===== config.mk =====
export PLATFORM = sky130hd
export DESIGN_NAME = tslot_cpu
export DESIGN_NICKNAME = d
export VERILOG_FILES = /design/src/rtl/tslot_pkg.sv /design/src/rtl/tslot_rom.sv /design/src/rtl/tslot_regbank.sv /design/src/rtl/tslot_alu.sv /design/src/rtl/tslot_seq.sv /design/src/rtl/tslot_cpu.sv
export SDC_FILE = /design/constraint.sdc
export NUM_CORES = 1
export LEC_CHECK = 0
export CAP_MARGIN = 20
export CORE_MARGIN = 3
export CORE_UTILIZATION = 60
export CTS_BUF_LIST = sky130_fd_sc_hd__clkbuf_4 sky130_fd_sc_hd__clkbuf_8
export CTS_CLUSTER_DIAMETER = 60
export DETAILED_ROUTE_END_ITERATION = 16
export DONT_BUFFER_PORTS = 1
export PLACE_DENSITY = 0.9
export SETUP_SLACK_MARGIN = 0.02
export SLEW_MARGIN = 15
export SYNTH_ARGS = -nofsm -noshare
export SYNTH_HDL_FRONTEND = slang
export SYNTH_SLANG_ARGS = --single-unit

===== constraint.sdc =====
create_clock -name clk -period 5.7 [get_ports clk]
set_input_delay 0.57 -clock clk [delete_from_list [all_inputs] [get_ports clk]]
set_output_delay 0.57 -clock clk [all_outputs]
set_load 0.1 [all_outputs]

===== src/rtl/tslot_pkg.sv =====
package tslot_pkg;
  localparam int OP_W = 3;

  typedef enum logic [OP_W-1:0] {
    OP_ADD  = 3'd0,
    OP_MUL  = 3'd1,
    OP_SUB  = 3'd2,
    OP_CP   = 3'd3,
    OP_JMP  = 3'd4,
    OP_BREQ = 3'd5,
    OP_SET  = 3'd6,
    OP_NOP  = 3'd7
  } op_e;
endpackage


===== src/rtl/tslot_rom.sv =====
module tslot_rom #(
  parameter int IW = 11,
  parameter int AW = 2
) (
  input  logic          clk,
  input  logic          we,
  input  logic [AW-1:0] waddr,
  input  logic [IW-1:0] wdata,
  input  logic [AW-1:0] raddr,
  output logic [IW-1:0] rdata
);
  localparam int DEPTH = 1 << AW;

  logic [IW-1:0] mem [DEPTH];

  always_ff @(posedge clk) begin
    if (we) mem[waddr] <= wdata;
  end

  assign rdata = mem[raddr];
endmodule


===== src/rtl/tslot_regbank.sv =====
module tslot_regbank #(
  parameter int DATA_W = 8,
  parameter int AW     = 2
) (
  input  logic                          clk,
  input  logic                          rst,
  input  logic [AW-1:0]                 ra1,
  input  logic [AW-1:0]                 ra2,
  output logic [DATA_W-1:0]             rd1,
  output logic [DATA_W-1:0]             rd2,
  input  logic                          we,
  input  logic [AW-1:0]                 wa,
  input  logic [DATA_W-1:0]             wd,
  output logic [(DATA_W<<AW)-1:0]       view
);
  localparam int NREG = 1 << AW;

  logic [DATA_W-1:0] rf [NREG];

  always_ff @(posedge clk) begin
    if (rst) begin
      for (int i = 0; i < NREG; i++) rf[i] <= '0;
    end else if (we) begin
      rf[wa] <= wd;
    end
  end

  assign rd1 = rf[ra1];
  assign rd2 = rf[ra2];

  for (genvar g = 0; g < NREG; g++) begin : g_view
    assign view[g*DATA_W +: DATA_W] = rf[g];
  end
endmodule


===== src/rtl/tslot_alu.sv =====
module tslot_alu
  import tslot_pkg::*;
#(
  parameter int DATA_W = 8,
  parameter int IMM_W  = 6
) (
  input  op_e               op,
  input  logic [DATA_W-1:0] a,
  input  logic [DATA_W-1:0] b,
  input  logic [IMM_W-1:0]  imm,
  output logic [DATA_W-1:0] y,
  output logic              wr_en,
  output logic              flag_we,
  output logic              flag_val
);
  always_comb begin
    y       = '0;
    wr_en   = 1'b0;
    flag_we = 1'b0;
    unique case (op)
      OP_ADD:  begin y = a + b; wr_en = 1'b1; end
      OP_MUL:  begin y = a * b; wr_en = 1'b1; end
      OP_SUB:  begin y = a - b; wr_en = 1'b1; flag_we = 1'b1; end
      OP_CP:   begin y = a - b; flag_we = 1'b1; end
      OP_SET:  begin y = DATA_W'(imm); wr_en = 1'b1; end
      default: begin y = '0; end
    endcase
    flag_val = (y == '0);
  end
endmodule


===== src/rtl/tslot_seq.sv =====
module tslot_seq
  import tslot_pkg::*;
#(
  parameter int PC_W = 2
) (
  input  logic            clk,
  input  logic            rst,
  input  op_e             op,
  input  logic [PC_W-1:0] target,
  input  logic            flag_we,
  input  logic            flag_val,
  output logic [PC_W-1:0] pc,
  output logic            zflag
);
  always_ff @(posedge clk) begin
    if (rst) begin
      pc    <= '0;
      zflag <= 1'b0;
    end else begin
      if (flag_we) zflag <= flag_val;
      case (op)
        OP_JMP:  pc <= target;
        OP_BREQ: pc <= zflag ? target : pc + 1'b1;
        default: pc <= pc + 1'b1;
      endcase
    end
  end
endmodule


===== src/rtl/tslot_cpu.sv =====
module tslot_cpu
  import tslot_pkg::*;
#(
  parameter int DATA_W = 8,
  parameter int REG_AW = 2,
  parameter int PC_W   = 2,
  localparam int IW    = OP_W + 3*REG_AW + PC_W,
  localparam int NREG  = 1 << REG_AW
) (
  input  logic                     clk,
  input  logic                     rst,
  input  logic                     prog_we,
  input  logic [PC_W-1:0]          prog_addr,
  input  logic [IW-1:0]            prog_word,
  output logic [NREG*DATA_W-1:0]   regs_o,
  output logic [PC_W-1:0]          pc_o,
  output logic                     zero_o
);
  localparam int IMM_W = 2*REG_AW + PC_W;

  logic [IW-1:0]     instr;
  op_e               op;
  logic [REG_AW-1:0] ra1, ra2, wa;
  logic [PC_W-1:0]   target;
  logic [IMM_W-1:0]  imm;
  logic [DATA_W-1:0] rd1, rd2, res;
  logic              wr_en, flag_we, flag_val;

  assign op     = op_e'(instr[IW-1 -: OP_W]);
  assign ra1    = instr[IW-OP_W-1 -: REG_AW];
  assign ra2    = instr[IW-OP_W-REG_AW-1 -: REG_AW];
  assign wa     = instr[IW-OP_W-2*REG_AW-1 -: REG_AW];
  assign target = instr[PC_W-1:0];
  assign imm    = {ra1, ra2, target};

  tslot_rom #(.IW(IW), .AW(PC_W)) u_rom (
    .clk(clk), .we(prog_we), .waddr(prog_addr), .wdata(prog_word),
    .raddr(pc_o), .rdata(instr)
  );

  tslot_regbank #(.DATA_W(DATA_W), .AW(REG_AW)) u_rf (
    .clk(clk), .rst(rst), .ra1(ra1), .ra2(ra2), .rd1(rd1), .rd2(rd2),
    .we(wr_en & ~rst), .wa(wa), .wd(res), .view(regs_o)
  );

  tslot_alu #(.DATA_W(DATA_W), .IMM_W(IMM_W)) u_alu (
    .op(op), .a(rd1), .b(rd2), .imm(imm), .y(res),
    .wr_en(wr_en), .flag_we(flag_we), .flag_val(flag_val)
  );

  tslot_seq #(.PC_W(PC_W)) u_seq (
    .clk(clk), .rst(rst), .op(op), .target(target),
    .flag_we(flag_we), .flag_val(flag_val), .pc(pc_o), .zflag(zero_o)
  );
endmodule


# After elaboration in Yosys (flattened, before gate mapping)
# Memory sizes are Yosys's and may differ from the RTL's. A register that Yosys moved wholly into a read port is not among the register bits.
# Index checks and enable logic that the tools add are counted.
[classes]
add_sub_neg = 3
multipliers = 1
eq_ne = 6
muxes = 16
n_bitwise = 2
reduce_logical = 5
[ops]
columns = ["cell", "count"]
rows = [
  ["$pmux 8 s4", 1],
  ["$mux 1", 10],
  ["$eq 3x3->1 const B", 3],
  ["$add 8x8->8", 1],
  ["$logic_not 8->1", 1],
  ["$mul 8x8->8", 1],
  ["$mux 8", 1],
  ["$reduce_or 8->1", 1],
  ["$sub 8x8->8", 1],
  ["$eq 3x2->1 const B", 2],
  ["$mux 2", 3],
  ["$pmux 2 s2", 1],
  ["$reduce_or 4->1", 1],
  ["$eq 3x1->1 const B", 1],
  ["$logic_not 3->1", 1],
  ["$add 2x1->2 const B", 1],
  ["$reduce_or 2->1", 1],
  ["$and 1x1->1", 1],
  ["$not 1->1", 1],
]
[word_totals]
regBits = 3
ram_bits = 76
in_bits = 16
n_memories = 2
[mem_list]
columns = ["name", "words", "word_bits", "rd", "rd_ports_with_merged_regs", "wr", "line_no", "rtl"]
rows = [
  ["u_rom.mem", 4, 11, 1, 1, 1, "tslot_rom.sv:14", "logic [IW-1:0] mem [DEPTH];"],
  ["u_rf.rf", 4, 8, 6, 0, 4, "tslot_regbank.sv:18", "logic [DATA_W-1:0] rf [NREG];"],
]

# Logic depth before layout (Yosys ltp)
[logic_depth]
depth_word = 9
mapped_depth = 22
depth_no_buf = 20

# Cells and area by module
# From an unflattened synthesis, not the netlist that was laid out.
[hier_totals]
cells_unflattened = 380
area_unflattened_um2 = 5046.1
[by_module_without_submodules]
columns = ["module", "instances", "cells_per_inst", "area_per_inst_um2", "seq_area_each_um2"]
rows = [
  ["tslot_regbank", 1, 94, 1671.6, 960.9],
  ["tslot_rom", 1, 61, 1620.3, 1321.3],
  ["tslot_alu", 1, 210, 1610.3, 0.0],
  ["tslot_seq", 1, 14, 130.1, 60.1],
  ["tslot_cpu", 1, 1, 13.8, 0.0],
]

# Worst setup path after synthesis
# OpenSTA, ideal clock, no wires.
[synth_path]
kind = "flip-flop to flip-flop"
startpoint = "register u_seq.pc[0] (netlist name)"
endpoint = "memory u_rf.rf[0][7] (data pin)"
setup_time_ns = 0.159
arrival_ns = 6.110
setup_slack_ns = -0.569
stages_incl_launch_ff = 22
path_buffers = 2
period_less_slack_ns = 6.269
cell_sequence = "dfxtp_1 > buf_6 > mux4_2 > buf_6 > mux2i_1 > mux2i_1 > nand2_1 > fa_1 > fa_1 > inv_1 > fa_1 > inv_1 > fa_1 > inv_1 > ha_1 > a21oi_1 > xnor2_1 > xnor2_1 > xnor3_1 > xnor2_1 > nand2_2 > a211oi_2"
[synth_lines]
columns = ["element", "line_no"]
rows = [
  ["to (decl)", "tslot_regbank.sv:18"],
]

==> report_table.html <==
<table>
<tr><th>Metric</th><th>Value</th></tr>
<tr><th colspan="2">Run status</th></tr>
<tr><td>Result of the run</td><td>finished, final reports clean</td></tr>
<tr><th colspan="2">Floorplanning</th></tr>
<tr><td>DIE AREA</td><td>0.009539 mm2</td></tr>
<tr><td>Site row count</td><td>32</td></tr>
<tr><td>Die Y-Extent</td><td>97.67 um</td></tr>
<tr><td>IO Pins</td><td>51</td></tr>
<tr><td>Initial standard-cell utilization of the core</td><td>0.6360</td></tr>
<tr><td>Core outline area</td><td>0.007928 mm2</td></tr>
<tr><td>Die outline width</td><td>97.67 um</td></tr>
<tr><th colspan="2">Detailed routing</th></tr>
<tr><td>Via count</td><td>3530</td></tr>
<tr><td>Wirelength per Cell</td><td>21.56 um</td></tr>
<tr><td>Detailed-route wire length</td><td>12030 um</td></tr>
<tr><td>Post-DRT Antenna Nets</td><td>0</td></tr>
<tr><td>Iter 0 DRT Violations</td><td>329</td></tr>
<tr><td>Number of design rule violations left after detail routing</td><td>0</td></tr>
<tr><td>DRT Pass-1 Iters</td><td>5</td></tr>
<tr><td>Via density per instance</td><td>6.326</td></tr>
<tr><th colspan="2">Setup path</th></tr>
<tr><td>Crit path DAT</td><td>5700 ps</td></tr>
<tr><td>Setup crit end kind</td><td>flop</td></tr>
<tr><td>CP required</td><td>5890 ps</td></tr>
<tr><td>Worst path max stage delay</td><td>670 ps</td></tr>
<tr><td>Depth of the worst register-to-register path</td><td>19</td></tr>
<tr><td>Worst-path cell chain</td><td>mux4_2, mux2i_4, mux2i_4, nand2_2, fa_2, fa_1, inv_1, fa_1, inv_1, fa_1, inv_1, ha_4, a21oi_2, xnor2_2, xnor2_1, xnor3_1, xnor2_1, nand2_2, a211oi_2</td></tr>
<tr><td>Kind of start point of the critical path</td><td>flop</td></tr>
<tr><td>Path type of the worst setup path</td><td>reg -&gt; reg</td></tr>
<tr><td>Crit-path max FO</td><td>7</td></tr>
<tr><td>Slowest cell on the critical path</td><td>sky130_fd_sc_hd__mux4_2</td></tr>
<tr><th colspan="2">Synth</th></tr>
<tr><td>Leading cell types by total area after synthesis</td><td>sky130_fd_sc_hd__edfxtp_1 (45%), sky130_fd_sc_hd__mux4_2 (6.7%), sky130_fd_sc_hd__ha_1 (6.2%)</td></tr>
<tr><td>Synthesized area divided by synthesized cell count</td><td>12.64 um2</td></tr>
<tr><td>Net Count, Synth</td><td>453</td></tr>
<tr><td>Async SR Flop Fraction</td><td>0</td></tr>
<tr><td>Number of warning messages in the yosys log</td><td>0</td></tr>
<tr><td>Sequential cell area fraction in the yosys report</td><td>0.4645</td></tr>
<tr><td>Commonest register cell after synthesis</td><td>sky130_fd_sc_hd__edfxtp_1</td></tr>
<tr><td>Post-synthesis instance total</td><td>399</td></tr>
<tr><td>Area fraction of the dominant cell type after synthesis</td><td>0.4526</td></tr>
<tr><td>Number of synthesized flops with an enable pin</td><td>76</td></tr>
<tr><td>Library cells used by synthesis</td><td>55</td></tr>
<tr><td>Dominant cell type by area after synthesis</td><td>sky130_fd_sc_hd__edfxtp_1</td></tr>
<tr><td>Synthesis-stage register bit count</td><td>79</td></tr>
<tr><td>Netlist area before placement</td><td>0.005042 mm2</td></tr>
<tr><th colspan="2">Finish</th></tr>
<tr><td># nets final</td><td>505</td></tr>
<tr><td># diodes</td><td>0</td></tr>
<tr><td>Layout Utilization</td><td>0.7246</td></tr>
<tr><td>Layout cells sized above 1</td><td>0.2544</td></tr>
<tr><td>Synthesis-to-layout area growth</td><td>13.92%</td></tr>
<tr><th colspan="2">CTS</th></tr>
<tr><td>CTS buffer count</td><td>9</td></tr>
<tr><td>Clock-pin transition on the worst setup and hold timing paths</td><td>90 ps</td></tr>
<tr><td>H-tree level count</td><td>3</td></tr>
<tr><td>Clk Latency, worst-skew pair</td><td>360 ps</td></tr>
<tr><td>Clk buf depth</td><td>2</td></tr>
<tr><td>Hold-fix buffer count after cts</td><td>0</td></tr>
<tr><td>Count of clock tree sinks</td><td>79</td></tr>
<tr><td>TritonCTS clock tree</td><td>done</td></tr>
<tr><td>Library cell used as clock root buffer</td><td>sky130_fd_sc_hd__clkbuf_8</td></tr>
<tr><th colspan="2">STA</th></tr>
<tr><td>Crit share post-route</td><td>0.9670</td></tr>
<tr><td>Achievable Freq</td><td>181.4 MHz</td></tr>
<tr><td>Number of setup violations in the final report</td><td>0</td></tr>
<tr><td>Number of pins exceeding their max-slew limit in the final report</td><td>0</td></tr>
<tr><td>Total negative slack for setup checks</td><td>0 ps</td></tr>
<tr><td>Slew of the pin with the lowest slew margin</td><td>1047 ps</td></tr>
<tr><td>Slew margin rel.</td><td>0.3022</td></tr>
<tr><td>Minimum hold slack</td><td>267.4 ps</td></tr>
<tr><td>Fin Clk Skew</td><td>12.17 ps</td></tr>
<tr><td>Final period demand of the worst path</td><td>5512 ps</td></tr>
<tr><td>Final hold vios</td><td>0</td></tr>
<tr><td>Setup WS post-layout</td><td>187.8 ps</td></tr>
<tr><th colspan="2">Global routing</th></tr>
<tr><td>Number of global-route vias before repair</td><td>3518</td></tr>
<tr><td>Maximum number of pins on one net before global-route repair</td><td>25</td></tr>
<tr><td>Overflow left after global routing</td><td>0</td></tr>
<tr><td>Global-route usage over all layers</td><td>0.2434</td></tr>
<tr><td>Antenna violations before repair</td><td>0</td></tr>
<tr><td>First-pass GRT wire length</td><td>18010 um</td></tr>
<tr><th colspan="2">Hold path</th></tr>
<tr><td>Hold crit path type</td><td>in -&gt; reg</td></tr>
<tr><td>Worst Hold Path Cells</td><td>1</td></tr>
<tr><th colspan="2">Placed design</th></tr>
<tr><td>Count of port buffers added during placement</td><td>0</td></tr>
<tr><td>Post-placement setup slack</td><td>135.6 ps</td></tr>
<tr><td>Post-DP HPWL</td><td>8331 um</td></tr>
<tr><td>Gpl congestion</td><td>0.9637</td></tr>
<tr><th colspan="2">Run</th></tr>
<tr><td>Max Cap Violations</td><td>0</td></tr>
</table>
[per-stage QoR]
step / std cells / cell area, um2
floorplan: 399 / 5055
global placement: 532 / 5413
detailed placement: 532 / 5413
CTS: 548 / 5598
global route: 558 / 5744
finish: 558 / 5744
[cell type report]
type,count,area (um2)
Inverter,33,123.9
Clock buffer,9,123.9
Clock inverter,7,61.31
Tap cell,102,127.6
Timing Repair Buffer,55,416.7
Sequential cell,79,2347
Fill cell,488,2183
Multi-Input combinational cell,273,2544
[state kept, by name, summed over array words and instances, names as in the netlist]
register,count
u_rom.mem,44
u_seq.zflag,1
u_seq.pc,2
u_rf.rf,32
[critical path, delay by kind of cell, from the launching register on]
family / cells / cell delay (ps)
compound gates: 2 / 430
mux: 3 / 1160
flops: 1 / 400
simple gates: 2 / 260
fa+ha+maj: 5 / 2180
xor+xnor: 4 / 730
buf+inv: 3 / 180
[logic make-up after synthesis]
logic type / share of synthesized area
XOR/XNOR: 0.04789
buffers and inverters: 0.04739
multiplexers: 0.1591
adder cells (fa/ha/maj): 0.1136
flip-flops: 0.4645
AO/OA/AOI/OAI: 0.05509
AND/OR/NAND/NOR: 0.1124
[final timing paths]
check	from	end	slack [ps]
worst max-delay path	u_seq.pc[0]	u_rf.rf[1][7]	190
worst min-delay path	rst	u_seq.pc[1]	270
worst max register to register	u_seq.pc[0]	u_rf.rf[1][7]	190
worst min register to register	u_seq.pc[1]	u_seq.pc[1]	840
[what timing repair did]
action | in CTS | in global routing
endpoints found under the setup margin | 0 | 4
gates resized for setup | 0 | 10
setup buffers | 0 | 9
[routing by layer]
metal	track usage	share of wire
met1	0.2917	0.35
met2	0.4159	0.51
met3	0.06533	0.10
met4	0.1001	0.032
met5	0	0
[cell usage after synthesis, types with 2 or more instances]
cell,n
sky130_fd_sc_hd__xor2_1,4
sky130_fd_sc_hd__mux2i_4,4
sky130_fd_sc_hd__o21a_1,2
sky130_fd_sc_hd__inv_1,32
sky130_fd_sc_hd__mux4_1,4
sky130_fd_sc_hd__fa_1,13
sky130_fd_sc_hd__and2_1,15
sky130_fd_sc_hd__ha_1,25
sky130_fd_sc_hd__buf_6,5
sky130_fd_sc_hd__mux4_2,15
sky130_fd_sc_hd__a211oi_2,4
sky130_fd_sc_hd__edfxtp_1,76
sky130_fd_sc_hd__nor2_1,50
sky130_fd_sc_hd__mux2i_2,2
sky130_fd_sc_hd__a21oi_1,15
sky130_fd_sc_hd__a21o_1,3
sky130_fd_sc_hd__clkbuf_1,6
sky130_fd_sc_hd__a211oi_1,2
sky130_fd_sc_hd__nand2_2,3
sky130_fd_sc_hd__o21ai_0,6
sky130_fd_sc_hd__mux2i_1,23
sky130_fd_sc_hd__nand2b_1,5
sky130_fd_sc_hd__xnor2_1,21
sky130_fd_sc_hd__or3_1,2
sky130_fd_sc_hd__dfxtp_1,3
sky130_fd_sc_hd__nor2b_1,2
sky130_fd_sc_hd__nand2_1,29
[placed cells by master (no fill, tap or decap), drive strengths merged, types with 2 or more instances in the layout]
| master | netlist | final |
|---|---|---|
| dfxtp | 3 | 3 |
| o21a | 2 | 2 |
| xor2 | 4 | 4 |
| nor2 | 51 | 51 |
| nand2b | 5 | 5 |
| and2 | 15 | 15 |
| or3 | 2 | 2 |
| xnor2 | 21 | 21 |
| mux4 | 19 | 20 |
| o21ai | 6 | 6 |
| ha | 25 | 25 |
| fa | 13 | 13 |
| nand2 | 32 | 32 |
| edfxtp | 76 | 76 |
| a211oi | 6 | 6 |
| nor4 | 2 | 2 |
| buf | 9 | 55 |
| a21o | 3 | 3 |
| clkinvlp | 0 | 2 |
| mux2i | 29 | 29 |
| nor2b | 2 | 2 |
| inv | 33 | 37 |
| clkbuf | 6 | 9 |
| a21oi | 15 | 15 |
Power is left out: the tool's default activity adds up to more than one toggle a clock period on the data nets, which glitch-free logic cannot reach.
